[src/rtl/dma_flyby_pkg.sv]
package dma_flyby_pkg;

    typedef enum logic [2:0] {
        SQ_IDLE  = 3'd0,
        SQ_HOLD  = 3'd1,
        SQ_SETUP = 3'd2,
        SQ_READ  = 3'd3,
        SQ_XFER  = 3'd4
    } sq_state_e;

    localparam logic XF_MEM2IO = 1'b0;
    localparam logic XF_IO2MEM = 1'b1;

endpackage

[src/rtl/dma_chan_bank.sv]
module dma_chan_bank #(
    parameter int NCH = 4,
    parameter int AW  = 16,
    parameter int CW  = 16,
    localparam int CHW = (NCH > 1) ? $clog2(NCH) : 1
) (
    input  logic                    clk_i,
    input  logic                    rst_ni,
    input  logic                    cfg_we_i,
    input  logic [CHW-1:0]          cfg_ch_i,
    input  logic                    cfg_dir_i,
    input  logic [AW-1:0]           cfg_addr_i,
    input  logic [CW-1:0]           cfg_cnt_i,
    input  logic                    lock_i,
    input  logic [CHW-1:0]          lock_ch_i,
    input  logic                    step_i,
    output logic [NCH-1:0]          armed_o,
    output logic [NCH-1:0]          last_o,
    output logic [NCH-1:0]          dir_o,
    output logic [NCH-1:0][AW-1:0]  addr_o
);

    typedef struct packed {
        logic          dir;
        logic [AW-1:0] addr;
        logic [CW-1:0] cnt;
    } chan_t;

    for (genvar g = 0; g < NCH; g++) begin : g_ch
        chan_t chan_d, chan_q;
        logic  hit_cfg, hit_step;

        always_comb begin
            chan_d   = chan_q;
            hit_cfg  = cfg_we_i && (cfg_ch_i == CHW'(g))
                       && !(lock_i && (lock_ch_i == CHW'(g)));
            hit_step = step_i && lock_i && (lock_ch_i == CHW'(g));
            if (hit_cfg) begin
                chan_d.dir  = cfg_dir_i;
                chan_d.addr = cfg_addr_i;
                chan_d.cnt  = cfg_cnt_i;
            end else if (hit_step) begin
                chan_d.addr = chan_q.addr + 1'b1;
                chan_d.cnt  = chan_q.cnt - 1'b1;
            end
        end

        always_ff @(posedge clk_i or negedge rst_ni) begin
            if (!rst_ni) chan_q <= '0;
            else         chan_q <= chan_d;
        end

        assign armed_o[g] = |chan_q.cnt;
        assign last_o[g]  = (chan_q.cnt == CW'(1));
        assign dir_o[g]   = chan_q.dir;
        assign addr_o[g]  = chan_q.addr;
    end

endmodule

[src/rtl/dma_prio_pick.sv]
module dma_prio_pick #(
    parameter int NCH = 4,
    localparam int CHW = (NCH > 1) ? $clog2(NCH) : 1
) (
    input  logic [NCH-1:0] req_i,
    output logic           valid_o,
    output logic [CHW-1:0] idx_o
);

    always_comb begin
        valid_o = |req_i;
        idx_o   = '0;
        for (int i = NCH - 1; i >= 0; i--) begin
            if (req_i[i]) idx_o = CHW'(i);
        end
    end

endmodule

[src/rtl/dma_seq.sv]
module dma_seq
    import dma_flyby_pkg::*;
#(
    parameter int NCH = 4,
    parameter int AW  = 16,
    localparam int CHW = (NCH > 1) ? $clog2(NCH) : 1
) (
    input  logic                    clk_i,
    input  logic                    rst_ni,
    input  logic                    hold_ack_i,
    input  logic [NCH-1:0]          dev_req_i,
    input  logic [NCH-1:0]          pend_i,
    input  logic                    pick_valid_i,
    input  logic [CHW-1:0]          pick_idx_i,
    input  logic [NCH-1:0]          last_i,
    input  logic [NCH-1:0]          dir_i,
    input  logic [NCH-1:0][AW-1:0]  addr_i,
    output logic                    hold_req_o,
    output logic [NCH-1:0]          dev_ack_o,
    output logic [AW-1:0]           addr_o,
    output logic                    mem_rd_o,
    output logic                    mem_wr_o,
    output logic                    io_rd_o,
    output logic                    io_wr_o,
    output logic                    done_irq_o,
    output logic [CHW-1:0]          done_ch_o,
    output logic                    lock_o,
    output logic [CHW-1:0]          lock_ch_o,
    output logic                    step_o
);

    typedef struct packed {
        sq_state_e      state;
        logic [CHW-1:0] ch;
        logic           irq;
        logic [CHW-1:0] irq_ch;
    } seq_t;

    seq_t seq_d, seq_q;
    logic bus_ph, rd_ph, wr_ph, cur_dir;

    always_comb begin
        seq_d     = seq_q;
        seq_d.irq = 1'b0;
        step_o    = 1'b0;
        unique case (seq_q.state)
            SQ_IDLE: begin
                if (!hold_ack_i && (|pend_i)) seq_d.state = SQ_HOLD;
            end
            SQ_HOLD: begin
                if (hold_ack_i) begin
                    if (pick_valid_i) begin
                        seq_d.ch    = pick_idx_i;
                        seq_d.state = SQ_SETUP;
                    end else begin
                        seq_d.state = SQ_IDLE;
                    end
                end
            end
            SQ_SETUP: seq_d.state = SQ_READ;
            SQ_READ:  seq_d.state = SQ_XFER;
            SQ_XFER: begin
                step_o = 1'b1;
                if (last_i[seq_q.ch]) begin
                    seq_d.state  = SQ_IDLE;
                    seq_d.irq    = 1'b1;
                    seq_d.irq_ch = seq_q.ch;
                end else if (dev_req_i[seq_q.ch]) begin
                    seq_d.state = SQ_SETUP;
                end else begin
                    seq_d.state = SQ_IDLE;
                end
            end
            default: seq_d.state = SQ_IDLE;
        endcase
    end

    always_ff @(posedge clk_i or negedge rst_ni) begin
        if (!rst_ni) seq_q <= '0;
        else         seq_q <= seq_d;
    end

    always_comb begin
        bus_ph  = (seq_q.state == SQ_SETUP) || (seq_q.state == SQ_READ)
                  || (seq_q.state == SQ_XFER);
        rd_ph   = (seq_q.state == SQ_READ) || (seq_q.state == SQ_XFER);
        wr_ph   = (seq_q.state == SQ_XFER);
        cur_dir = dir_i[seq_q.ch];
    end

    assign hold_req_o = (seq_q.state != SQ_IDLE);
    assign dev_ack_o  = bus_ph ? (NCH'(1) << seq_q.ch) : '0;
    assign addr_o     = bus_ph ? addr_i[seq_q.ch] : '0;
    assign mem_rd_o   = rd_ph && (cur_dir == XF_MEM2IO);
    assign io_wr_o    = wr_ph && (cur_dir == XF_MEM2IO);
    assign io_rd_o    = rd_ph && (cur_dir == XF_IO2MEM);
    assign mem_wr_o   = wr_ph && (cur_dir == XF_IO2MEM);
    assign done_irq_o = seq_q.irq;
    assign done_ch_o  = seq_q.irq_ch;
    assign lock_o     = bus_ph;
    assign lock_ch_o  = seq_q.ch;

endmodule

[src/rtl/dma_flyby_ctrl.sv]
module dma_flyby_ctrl #(
    parameter int NCH = 4,
    parameter int AW  = 16,
    parameter int CW  = 16,
    localparam int CHW = (NCH > 1) ? $clog2(NCH) : 1
) (
    input  logic            clk_i,
    input  logic            rst_ni,
    input  logic            cfg_we_i,
    input  logic [CHW-1:0]  cfg_ch_i,
    input  logic            cfg_dir_i,
    input  logic [AW-1:0]   cfg_addr_i,
    input  logic [CW-1:0]   cfg_cnt_i,
    input  logic [NCH-1:0]  dev_req_i,
    output logic [NCH-1:0]  dev_ack_o,
    output logic            hold_req_o,
    input  logic            hold_ack_i,
    output logic [AW-1:0]   addr_o,
    output logic            mem_rd_o,
    output logic            mem_wr_o,
    output logic            io_rd_o,
    output logic            io_wr_o,
    output logic            done_irq_o,
    output logic [CHW-1:0]  done_ch_o
);

    logic [NCH-1:0]         armed, last, dir, pend;
    logic [NCH-1:0][AW-1:0] ch_addr;
    logic                   pick_valid, lock, step;
    logic [CHW-1:0]         pick_idx, lock_ch;

    assign pend = armed & dev_req_i;

    dma_chan_bank #(.NCH(NCH), .AW(AW), .CW(CW)) bank_i (
        .clk_i      (clk_i),
        .rst_ni     (rst_ni),
        .cfg_we_i   (cfg_we_i),
        .cfg_ch_i   (cfg_ch_i),
        .cfg_dir_i  (cfg_dir_i),
        .cfg_addr_i (cfg_addr_i),
        .cfg_cnt_i  (cfg_cnt_i),
        .lock_i     (lock),
        .lock_ch_i  (lock_ch),
        .step_i     (step),
        .armed_o    (armed),
        .last_o     (last),
        .dir_o      (dir),
        .addr_o     (ch_addr)
    );

    dma_prio_pick #(.NCH(NCH)) pick_i (
        .req_i   (pend),
        .valid_o (pick_valid),
        .idx_o   (pick_idx)
    );

    dma_seq #(.NCH(NCH), .AW(AW)) seq_i (
        .clk_i        (clk_i),
        .rst_ni       (rst_ni),
        .hold_ack_i   (hold_ack_i),
        .dev_req_i    (dev_req_i),
        .pend_i       (pend),
        .pick_valid_i (pick_valid),
        .pick_idx_i   (pick_idx),
        .last_i       (last),
        .dir_i        (dir),
        .addr_i       (ch_addr),
        .hold_req_o   (hold_req_o),
        .dev_ack_o    (dev_ack_o),
        .addr_o       (addr_o),
        .mem_rd_o     (mem_rd_o),
        .mem_wr_o     (mem_wr_o),
        .io_rd_o      (io_rd_o),
        .io_wr_o      (io_wr_o),
        .done_irq_o   (done_irq_o),
        .done_ch_o    (done_ch_o),
        .lock_o       (lock),
        .lock_ch_o    (lock_ch),
        .step_o       (step)
    );

endmodule

[config.mk]
export PLATFORM = sky130hd
export DESIGN_NAME = dma_flyby_ctrl
export DESIGN_NICKNAME = d
export VERILOG_FILES = /design/src/rtl/dma_flyby_pkg.sv /design/src/rtl/dma_chan_bank.sv /design/src/rtl/dma_prio_pick.sv /design/src/rtl/dma_seq.sv /design/src/rtl/dma_flyby_ctrl.sv
export SDC_FILE = /design/constraint.sdc
export NUM_CORES = 1
export LEC_CHECK = 0
export BUFFER_PORTS_ARGS = -buffer_cell sky130_fd_sc_hd__buf_2
export CORE_MARGIN = 1
export CORE_UTILIZATION = 61
export DETAILED_ROUTE_END_ITERATION = 12
export PLACE_DENSITY_LB_ADDON = 0.12
export SYNTH_ARGS = -nofsm -noshare
export SYNTH_HDL_FRONTEND = slang
export SYNTH_SLANG_ARGS = --single-unit
[constraint.sdc]
create_clock -name clk_i -period 2.9 [get_ports clk_i]
set_clock_uncertainty 0.15 [all_clocks]
set_input_delay 0 -clock clk_i [delete_from_list [all_inputs] [get_ports clk_i]]
set_output_delay 0 -clock clk_i [all_outputs]
set_load 0.03 [all_outputs]
## Yosys cells after proc, flatten, opt, wreduce, memory -nomap -nowiden

Index checks and enable logic that the tools add are counted.

| storage, ports and cells | value |
|---|---|
| register bits after elaboration | 140 |
| bits of input ports | 43 |
| output and inout port bits | 28 |
| word-level logic and storage cells | 122 |

| cells by class | value |
|---|---|
| $add $sub $neg | 8 |
| magnitude comparators | 1 |
| equal/unequal tests | 16 |
| shifts and indexed selects | 1 |
| multiplexer cells | 32 |
| bitwise logic cells | 2 |
| reductions and logical operators | 46 |

Operators with widths:

| operator | number |
|---|---|
| 2-to-1 mux 32 bit | 8 |
| adder 16 x 1 -> 16 bit, second input constant | 4 |
| == test 16 x 1 -> 1 bit, second input constant | 4 |
| OR reduction 16 bit | 4 |
| subtractor 16 x 1 -> 16 bit, second input constant | 4 |
| binary-select mux 16 bit (select 2 bit) | 1 |
| 2-to-1 mux 16 bit | 2 |
| logical AND 1 bit | 22 |
| case mux 3 bit (5 select lines) | 1 |
| 2-to-1 mux 2 bit | 7 |
| 2-to-1 mux 3 bit | 4 |
| == test 2 bit, second input constant | 4 |
| nonzero test 2 bit | 4 |
| binary-select mux 1 bit (select 2 bit) | 3 |
| == test 3 x 2 -> 1 bit, second input constant | 2 |
| logical NOT 1 bit | 5 |
| 2-to-1 mux 5 bit | 1 |
| bitwise AND 4 bit | 1 |
| == test 2 x 1 -> 1 bit, second input constant | 2 |
| logical NOT 2 bit | 2 |
| 2-to-1 mux 1 bit | 4 |
| 2-to-1 mux 4 bit | 1 |
| AND reduction 2 bit | 2 |
| OR reduction 4 bit | 1 |
| 11 further kinds | 13 |

## Longest topological paths before layout

| depth | value |
|---|---|
| depth in word-level cells | 9 |
| gate-level depth with buffers | 8 |
| mapped depth without buffers | 7 |

## By module

From an unflattened synthesis, not the netlist that was laid out.

| second synthesis, totals | value |
|---|---|
| cells, all modules | 1056 |
| area total of the unflattened synthesis | 9547.9 sq um |

By module, submodules not included:

| module | times used | cells each | area an instance (sq um) | seq. area each (sq um) |
|---|---|---|---|---|
| dma_chan_bank | 1 | 959 | 8435.6 | 3303.2 |
| dma_seq | 1 | 86 | 1052.3 | 200.2 |
| dma_prio_pick | 1 | 7 | 35.0 | 0.0 |
| dma_flyby_ctrl | 1 | 4 | 25.0 | 0.0 |

## Worst setup path after synthesis

No wires, ideal clock.

| timing path | value |
|---|---|
| kind | register to register |
| start point | register seq_i.seq_q[6] in the netlist's numbering |
| end point | register bank_i.g_ch[1].chan_q (netlist bit bank_i.addr_o[31]) |
| library setup time | 0.126 ns |
| arrival time | 2.268 ns |
| data required time | 2.624 ns |
| slack | 0.356 ns |
| cell stages (with the launch flop) | 6 |
| path buffers | 1 |
| clock period less this slack | 2.544 ns |
| cells stage by stage | dfrtp_1 -> or3b_1 -> a21oi_1 -> nor2_1 -> clkbuf_1 -> a221o_1 |

| on the way | value |
|---|---|
| word-level cells in the longest chain between the ends | 7 |
| elaborated cells on any way between the ends | 13 |
| classes of those cells | eq/ne: 3; mux: 2; reduce/logical: 8 |

Ends and longest elaborated chain:

| item | line | RTL |
|---|---|---|
| start: declaration | dma_seq.sv:39 | `seq_t seq_d, seq_q;` |
| start signal: assignment | dma_seq.sv:80 | `else seq_q <= seq_d;` |
| == test 3 x 2 -> 1 bit | dma_seq.sv:84 | `bus_ph = (seq_q.state == SQ_SETUP) \|\| (seq_q.state == SQ_READ)` |
| logical OR 1 bit | dma_seq.sv:84 |  |
| logical OR 1 bit | dma_seq.sv:85 | `\|\| (seq_q.state == SQ_XFER);` |
| logical AND 1 bit | dma_chan_bank.sv:36 | `&& !(lock_i && (lock_ch_i == CHW'(g)));` |
| logical NOT 1 bit | dma_chan_bank.sv:36 |  |
| logical AND 1 bit | dma_chan_bank.sv:36 |  |
| 2-to-1 mux 32 bit / nonzero test 2 bit (equally long branches) | n/a |  |
| end signal: assignment | dma_chan_bank.sv:50 | `else chan_q <= chan_d;` |
| end: declaration | dma_chan_bank.sv:30 | `chan_t chan_d, chan_q;` |

Parallel ways exist; a longest one is shown, timed or not.
A chain may end at the register's enable or synchronous reset.

## Worst setup path in the final report

| timing path | value |
|---|---|
| start point | register seq_i.seq_q[7] in the netlist's numbering |
| end point | register bank_i.g_ch[1].chan_q (netlist bit bank_i.addr_o[25]) |

The elaborated chain is that of the path after synthesis.

==> results.sh <==
export IMPL_outcome="completed"
export IMPL_first_iter_violations=993
export IMPL_cp_startpoint="seq_i.seq_q[7]"
export IMPL_synth_fp_nets=995
export IMPL_avgSynthCellArea_um2=9.15
export IMPL_finalHoldViolations=0
export IMPL_synth_flop_cell="dfrtp_1"
export IMPL_ys_types=65
export IMPL_via_per_inst=6.78
export IMPL_area_growth_pct=18.8
export IMPL_synth_seq_cells=140
export IMPL_clock_fmax_mhz=362
export IMPL_io_buffers=70
export IMPL_path_class="register to register"
export IMPL_maxSlewViolCount=0
export IMPL_crit_fanout=11
export IMPL_cts_max_level=4
export IMPL_ant_nets=0
export IMPL_final_cells=1231
export IMPL_initial_core_util=0.637
export IMPL_grt_max_degree=79
export IMPL_hold_worst_slack_ps=14.7
export IMPL_maxCapViolCount=0
export IMPL_clk_insertion_delay_late_ps=430
export IMPL_diodes=0
export IMPL_vdd_drop_max_mv=0.670
export IMPL_dpl_cell_area_um2=9170
export IMPL_cts_sinks=140
export IMPL_netlist_area_um2=8570
export IMPL_rr_startpoint="seq_i.seq_q[7]"
export IMPL_die_width_um=121
export IMPL_antenna_found_initial=0
export IMPL_ys_warn_count=0
export IMPL_place_congestion=0.970
export IMPL_synth_edf_count=0
export IMPL_worstMarginPinSlew_ps=1100
export IMPL_finalNetCount=1102
export IMPL_cp_start_kind="register"
export IMPL_cp_data_arrival_time_ps=2930
export IMPL_timing_final_crit_share=0.952
export IMPL_crit_path_end_kind="register"
export IMPL_via_count=8351
export IMPL_design_area_um2=10200
export IMPL_rrSetupSlack_ps=140
export IMPL_core_um2=13500
export IMPL_grt_total_usage=0.378
export IMPL_cts_made_buffers=17
export IMPL_ys_seq_area_frac=0.409
export IMPL_reg2reg_depth=5
export IMPL_grt_ovfl_total=0
export IMPL_rows=42
export IMPL_timing_rr_end="bank_i.addr_o[25]"
export IMPL_worst_ep_required_time_ps=3070
export IMPL_p_leak_uw=0.00415
export IMPL_dp_cells=1161
export IMPL_cts_tree="done"
export IMPL_totalWireLength_um=26400
export IMPL_power_density_nw_per_um2=916
export IMPL_hpwl_um=18500
export IMPL_crit_end="bank_i.addr_o[25]"
export IMPL_clockBufferDepth=2
export IMPL_postCtsSetupRepairBufs=0
export IMPL_grt_pass1_wl_um=41300
export IMPL_async_reset_ff_frac=1.00
export IMPL_die_y_um=121
export IMPL_die_area_um2=14500
export IMPL_fin_setup_tns_ps=0
export IMPL_hp_class="input port to async pin"
export IMPL_max_slew_margin=0.258
export IMPL_drc=0
export IMPL_rsz0062_at_grt="no"
export IMPL_first_pass_iters=5
export IMPL_grt_pass1_vias=7651
export IMPL_wl_per_cell_um=21.4
export IMPL_setup_violations=0
export IMPL_fin_crit_ps=2760
export IMPL_synthCells=936
export IMPL_layout_drive_gt1_share=0.164
export IMPL_ctsRootBufferMaster="clkbuf_16"
export IMPL_clk_pin_slew_ps=60
export IMPL_total_power_uw=9320
export IMPL_io_pins=71
-- synth_stat cells, drive strengths merged (13+ instances only) --
library cell / number / area, um2
dfrtp: 140 / 3500
nor3: 29 / 150
xor2: 16 / 140
a221o: 36 / 360
clkbuf: 35 / 131
o21ai: 79 / 395
and3: 13 / 81.3
nand2: 147 / 552
nor2: 45 / 189
nor2b: 22 / 138
nor4: 29 / 181
nand3: 46 / 230
mux4: 18 / 405
ha: 16 / 200
o211ai: 24 / 185
nand4: 20 / 131
or4: 13 / 105
a21oi: 20 / 108
inv: 20 / 75.1
o311ai: 28 / 245
-- power breakdown --
part           leakage, uW  switching [uW]  internal (uW)
sequential         0.00174            1050           2680
clock             0.000298             893           1410
combinational      0.00211            1800           1470
-- critical path: stages, from the launching register on --
cell	delay [ps]
dfrtp_1	420
or3b_1	420
a21oi_1	140
o21ai_0	890
o21ai_0	290
a221o_1	350
-- cells by family after synthesis --
group / synth area share
AO/OA/AOI/OAI: 0.210
XOR/XNOR: 0.0235
multiplexers: 0.0499
adder cells (fa/ha/maj): 0.0234
AND/OR/NAND/NOR: 0.252
flip-flops: 0.409
buffers and inverters: 0.0320
-- worst min path at each step --
stage | from | end
2_1_floorplan | rst_ni | bank_i.addr_o[0]
3_3_place_gp | rst_ni | bank_i.addr_o[14]
3_5_place_dp | rst_ni | bank_i.addr_o[12]
4_1_cts | cfg_ch_i[0] | bank_i.dir_o[2]
5_1_grt | cfg_ch_i[0] | bank_i.dir_o[2]
6_report | rst_ni | bank_i.addr_o[15]
-- state kept, by name, summed over array words and instances, names as in the netlist --
register,cells
seq_i.lock_ch_o,2
bank_i.addr_o,64
bank_i.g_ch.chan_q,64
seq_i.done_ch_o,2
bank_i.dir_o,4
seq_i.done_irq_o,1
seq_i.seq_q,3
-- layout make-up --
cell class                 count  area (um2)
clock buffer                  20         467
clock inverter                11         143
fill                        1001        3280
inverter                      20        75.1
multi-input combinational    729        4810
sequential                   140        3500
tap                          176         220
timing repair buffer         135         955
-- cells in the final DEF, fill, tap and decap left out, types with 4 or more instances in the layout --
cell / Yosys / routed
nor2_2: 2 / 4
nand2_1: 147 / 147
nor2_1: 41 / 38
or2_2: 6 / 6
buf_2: 6 / 69
nand4_1: 19 / 19
ha_1: 16 / 16
a21o_1: 8 / 8
nor3_1: 28 / 28
o311ai_0: 27 / 27
and2_1: 12 / 12
a221o_1: 36 / 36
a21oi_1: 18 / 17
o21ai_0: 77 / 77
clkbuf_16: 0 / 17
nor2b_1: 22 / 22
clkinv_2: 0 / 4
nor3b_1: 10 / 10
a211o_1: 6 / 6
a31oi_1: 10 / 10
dfrtp_1: 140 / 140
or4_1: 11 / 11
xor2_1: 16 / 16
nor4_1: 29 / 29
dlygate4sd3_1: 0 / 39
nand2b_1: 6 / 6
o221ai_1: 7 / 7
mux4_2: 18 / 18
xnor2_1: 7 / 7
and3_1: 13 / 13
o211ai_1: 23 / 23
o41ai_1: 4 / 4
inv_1: 20 / 20
or3_1: 9 / 9
buf_4: 2 / 25
nand3_1: 46 / 46
a22oi_1: 9 / 9
-- through the flow --
step	util	worst slack, ps
after detailed placement	0.681	211
final	0.756	139
after global routing	0.756	52.3
after global placement	0.681	269
after floorplan	-	356
after CTS	0.756	167
-- metal layers --
metal	global-route usage	wire, um
met5	0	0
met4	0.103	541
met3	0.0811	3190
met2	0.559	11800
met1	0.562	10800
-- repair_timing --
action                                 CTS  global route
setup endpoints to repair                0             5
endpoints found under the hold margin  257             0
hold buffers                            39             0
resized for setup                        0             2
Note: power is estimated with default switching activity, not from simulation.
